File: config.mk
export PLATFORM = sky130hd
export DESIGN_NAME = fp_status_unit
export DESIGN_NICKNAME = d
export VERILOG_FILES = /design/src/rtl/fp_status_unit.sv
export SDC_FILE = /design/constraint.sdc
export NUM_CORES = 1
export LEC_CHECK = 0
export ABC_AREA = 1
export BUFFER_PORTS_ARGS = -buffer_cell sky130_fd_sc_hd__buf_2
export CORE_ASPECT_RATIO = 1.75
export CORE_MARGIN = 3
export CORE_UTILIZATION = 40
export DETAILED_ROUTE_END_ITERATION = 8
export GPL_TIMING_DRIVEN = 1
export PLACE_DENSITY_LB_ADDON = 0.2
export RECOVER_POWER = 100
export SLEW_MARGIN = 30
export SYNTH_ARGS = -nofsm -noshare
export SYNTH_HDL_FRONTEND = slang
export SYNTH_SLANG_ARGS = --single-unit
File: constraint.sdc
create_clock -name clk -period 1.1 [get_ports clk]
set_input_delay 0.22 -clock clk [delete_from_list [all_inputs] [get_ports clk]]
set_output_delay 0.22 -clock clk [all_outputs]
set_load 0.005 [all_outputs]
File: src/rtl/fp_status_unit.sv
module fp_status_unit #(
  parameter int          W        = 32,
  parameter int          NFLAG    = 5,
  parameter int          AEXC_LSB = 5,
  parameter int          TEM_LSB  = 23,
  parameter int          FTT_LSB  = 14,
  parameter int          RD_LSB   = 30,
  parameter logic [2:0]  FTT_IEEE = 3'd1,
  parameter logic [31:0] LD_MASK  = 32'hCF80_03FF
) (
  input  logic             clk,
  input  logic             rst_n,
  input  logic             op_done,
  input  logic [NFLAG-1:0] op_flags,
  input  logic             ld_en,
  input  logic [W-1:0]     ld_data,
  output logic [W-1:0]     fsr_q,
  output logic [3:0]       rnd_sel,
  output logic             fp_trap
);

  localparam int AEXC_MSB = AEXC_LSB + NFLAG - 1;
  localparam int TEM_MSB  = TEM_LSB + NFLAG - 1;
  localparam int FTT_MSB  = FTT_LSB + 2;
  localparam int RD_MSB   = RD_LSB + 1;

  logic [W-1:0]     fsr_r, base, nxt;
  logic [NFLAG-1:0] cexc_n;
  logic             hit, trap_n, trap_r;

  assign base   = ld_en ? ((ld_data & LD_MASK) | (fsr_r & ~LD_MASK)) : fsr_r;
  assign hit    = op_done && (op_flags != '0);
  assign cexc_n = base[NFLAG-1:0] | op_flags;
  assign trap_n = hit && ((cexc_n & base[TEM_MSB:TEM_LSB]) != '0);

  always_comb begin
    nxt = base;
    if (hit) begin
      nxt[NFLAG-1:0] = cexc_n;
      if (trap_n) nxt[FTT_MSB:FTT_LSB] = FTT_IEEE;
      else        nxt[AEXC_MSB:AEXC_LSB] = base[AEXC_MSB:AEXC_LSB] | cexc_n;
    end
  end

  always_ff @(posedge clk) begin
    if (!rst_n) begin
      fsr_r  <= '0;
      trap_r <= 1'b0;
    end else begin
      fsr_r  <= nxt;
      trap_r <= trap_n;
    end
  end

  always_comb begin
    case (fsr_r[RD_MSB:RD_LSB])
      2'b00:   rnd_sel = 4'b0001;
      2'b10:   rnd_sel = 4'b0100;
      2'b11:   rnd_sel = 4'b1000;
      default: rnd_sel = 4'b0010;
    endcase
  end

  assign fsr_q   = fsr_r;
  assign fp_trap = trap_r;

  AST_RND_ONEHOT: assert property (@(posedge clk) disable iff (!rst_n)
    $countones(rnd_sel) == 1);

  AST_IDLE_STABLE: assert property (@(posedge clk) disable iff (!rst_n)
    (!ld_en && (!op_done || op_flags == '0)) |=> $stable(fsr_q));

  AST_LOAD_KEEPS: assert property (@(posedge clk) disable iff (!rst_n)
    (ld_en && !op_done) |=> ((fsr_q & ~LD_MASK) == ($past(fsr_q) & ~LD_MASK)));

  AST_TRAP_TYPE: assert property (@(posedge clk) disable iff (!rst_n)
    fp_trap |-> (fsr_q[FTT_MSB:FTT_LSB] == FTT_IEEE
                 && (fsr_q[NFLAG-1:0] & fsr_q[TEM_MSB:TEM_LSB]) != '0));

  AST_TRAP_CAUSE: assert property (@(posedge clk) disable iff (!rst_n)
    (!op_done || op_flags == '0) |=> !fp_trap);

  AST_ACCRUE_GROWS: assert property (@(posedge clk) disable iff (!rst_n)
    (hit && !ld_en) |=> ((fsr_q[AEXC_MSB:AEXC_LSB] & $past(fsr_q[AEXC_MSB:AEXC_LSB]))
                          == $past(fsr_q[AEXC_MSB:AEXC_LSB])));

endmodule

==> results.md <==
- Slowest cell on crit path: dfxtp_4
- Max-Cap Viols: 0
- Fin Hold WS: around 0.24 ns
- Post-Syn Instances: 150
- Largest area contributor in the netlist: dfxtp_1
- Final core occ: 0.5833
- Layout fillers: 259
- Top Ports: 78
- Detailed Place HPWL: 2126 um
- Initial antenna violation count: 0
- Post-synth top cells: inv_1, dfxtp_1, nand2_1, buf_4, nor2_1
- Cts bufs inserted: 3
- TritonCTS clock tree: done
- Worst-path cell chain: inv_2 -> nor2_1 -> buf_2
- Area contributors post-synth: dfxtp_1, buf_4, inv_1, nand2_1, nor2_1
- Worst-case clock skew: around 0.0037 ns
- Clock slew at reported path FFs: 0.07 ns
- Cell Area, Synth: around 0.0011 sq mm
- Die X-Extent: 45.73 um
- Final #Nets: 252
- Endpoint, Worst Hold: fsr_q[4]$_SDFF_PN0_
- Cts hold-fix bufs: 0
- Worst Setup End Kind: primary output
- Pre-antenna DRT Iters: 4
- Layout cells sized above 1: 0.4619
- Drt drc: 0
- Main synth FF type: dfxtp_1
- Final hold violation count: 0
- Reg2Reg Depth: 7
- Final setup fails: 0
- Global-route wire length before repair: 4022 um
- P&R area growth vs syn: 34.77%
- Starting Density: 0.4328
- Critical Path AT: between 0.8 and 0.9 ns
- Maximum VDD drop: approximately 0.81 mV
- Hold Path Class: input port to flop
- Std cell rows: 24
- DR WL/cell: 11.25 um
- Area share of the largest cell type after synthesis: 0.3443
- Gpl congestion: between 0.8 and 0.9
- Outcome: completed
- CP Max Fanout: 5
- Max Slew Vio Count: 0
- Worst hold stages: 3
- Synthesized flop and latch total: 19
- Period utilization: 0.9736
- Mean Syn Cell Area: 7.365 sq um
- CP peak stage delay: about 0.37 ns
- Leakage power: approximately 0.0008 uW
- DRT iter0 DRCs: 15
- Largest net degree at the start of global routing: 13
- Die area: 0.003453 sq mm
- CORE AREA: 0.002552 sq mm
- Post-route minimum period: 1.071 ns
- Port-buffer cells: 48
- Final WL: between 2000 and 3000 um
- Synth unique cells: 23
- R2R Setup Slk: 0.05 ns
- Chip height: about 76 um
- Clock Path Buffers: 2
- Total gr overflow: 0
- H-tree depth: 1
- Most numerous cell in the Yosys netlist: inv_1
- Vias: 1100
- Hold Crit Start: ld_data[4]
- Vias in the first global route: between 1000 and 1500
- Post-synth EDFFs: 0
- Antenna violation net count after detailed routing: 0
- WP data required: 0.88 ns
- Yosys warnings: 0
- Reg-to-reg endpoint: fsr_q[8]$_SDFF_PN0_
- WS Path Type: flop to primary output
- Async SR Flop Fraction: 0
- RR Startpoint: fsr_q[2]$_SDFF_PN0_
- RSZ-0062 raised after global routing: true
- Total global-route track usage: 0.1568
- Sinks on Clock Net: 19
- Root buffer cell: clkbuf_8
- Post-synthesis sequential area ratio: 0.3443
- Vias/cell: roughly 4.7
- Antenna cells: 0
- Worst-Skew Late Latency: 0.26 ns
- F_max: 933.7 MHz
- CP Launch Type: flop
- Cell Pwr Density: ~1100 mW/mm^2
-- per-layer routing --
layer / wire (um) / track usage / part of all wire / vias to the layer above
met5: 0 / 0 / 0 / -
met1: 948 / 0.1512 / 0.36 / 487
met3: 218 / 0.03073 / 0.082 / 4
li1: - / - / - / 562
met2: 1448 / 0.3002 / 0.55 / 47
met4: 40 / 0.07595 / 0.015 / 0
-- layout by cell type (no fill, tap or decap), types with 3 or more instances in the layout --
master	n
a21oi_2	5
a31oi_1	4
buf_2	41
buf_4	11
clkbuf_1	8
clkbuf_8	3
conb_1	14
dfxtp_1	15
inv_1	22
inv_2	5
mux2i_1	5
nand2_1	17
nand2_2	11
nand3_1	5
nand3_2	6
nor2_1	15
o21ai_2	4
-- kinds of logic after synthesis --
logic type	after synthesis	synth area share
simple gates	61	0.2956
compound gates	19	0.09739
other cells	1	0.003394
buf+inv	45	0.2140
mux	5	0.04530
flops	19	0.3443
-- state kept, by name, indices dropped and copies added (netlist names) --
register	cells
fp_trap	1
fsr_q	18
-- layout make-up --
cell class | count | area (sq um) | area share
multi-input cells | 99 | 580.6 | 0.3899
flip-flops and latches | 19 | 390.4 | 0.2622
repair buffers | 61 | 337.8 | 0.2269
inverters | 27 | 101.3 | 0.06807
clock buffers | 3 | 41.29 | 0.02773
well taps | 26 | 32.53 | 0.02185
clock inverters | 1 | 5.005 | 0.003361
-- metrics by stage --
| stage | setup TNS, ns | instances | cell area, sq um | setup WS (ns) | total power [uW] |
|---|---|---|---|---|---|
| global route | -0.08856 | 236 | 1489 | -0.02263 | 1809 |
| global placement | -0.8557 | 228 | 1371 | -0.1436 | 1187 |
| detailed placement | -1.005 | 228 | 1371 | -0.1751 | 1198 |
| finish | 0 | 236 | 1489 | 0.02900 | 1707 |
| floorplan | 0 | 163 | 1154 | 0.09999 | 1061 |
| CTS | 0 | 232 | 1420 | 0.01095 | 1695 |
-- worst max-delay path by stage --
stage                                 startpoint                     end  slack (ns)  cells past startpoint
after floorplan                            ld_en  fsr_q[14]$_SDFFE_PN0P_         0.1                      7
after global placement                     ld_en     fsr_q[9]$_SDFF_PN0_       -0.14                      9
after detailed placement                   ld_en     fsr_q[8]$_SDFF_PN0_       -0.18                      9
after CTS                    fsr_q[2]$_SDFF_PN0_     fsr_q[8]$_SDFF_PN0_        0.01                      7
after global routing         fsr_q[3]$_SDFF_PN0_     fsr_q[8]$_SDFF_PN0_       -0.02                      7
final                     fsr_q[30]$_SDFFE_PN0P_              rnd_sel[1]        0.03                      3
-- timing repair --
item,in CTS,in global routing
pin swaps,0,4
setup buffers,0,4
setup endpoints to repair,2,7
resized for setup,2,19
-- worst max-delay path: cells and delay by family (launching register included) --
family,cells,cell delay [ns]
simple gates,1,0.07
flops,1,0.37
buf+inv,2,0.15
-- power by group --
group,internal [uW],total [uW],switching (uW),leakage (uW)
logic,202,443,240,0.000634
registers,741,773,31.4,0.000159
clock network,252,492,240,0.0000255
Note: power is estimated with default switching activity, not from simulation.
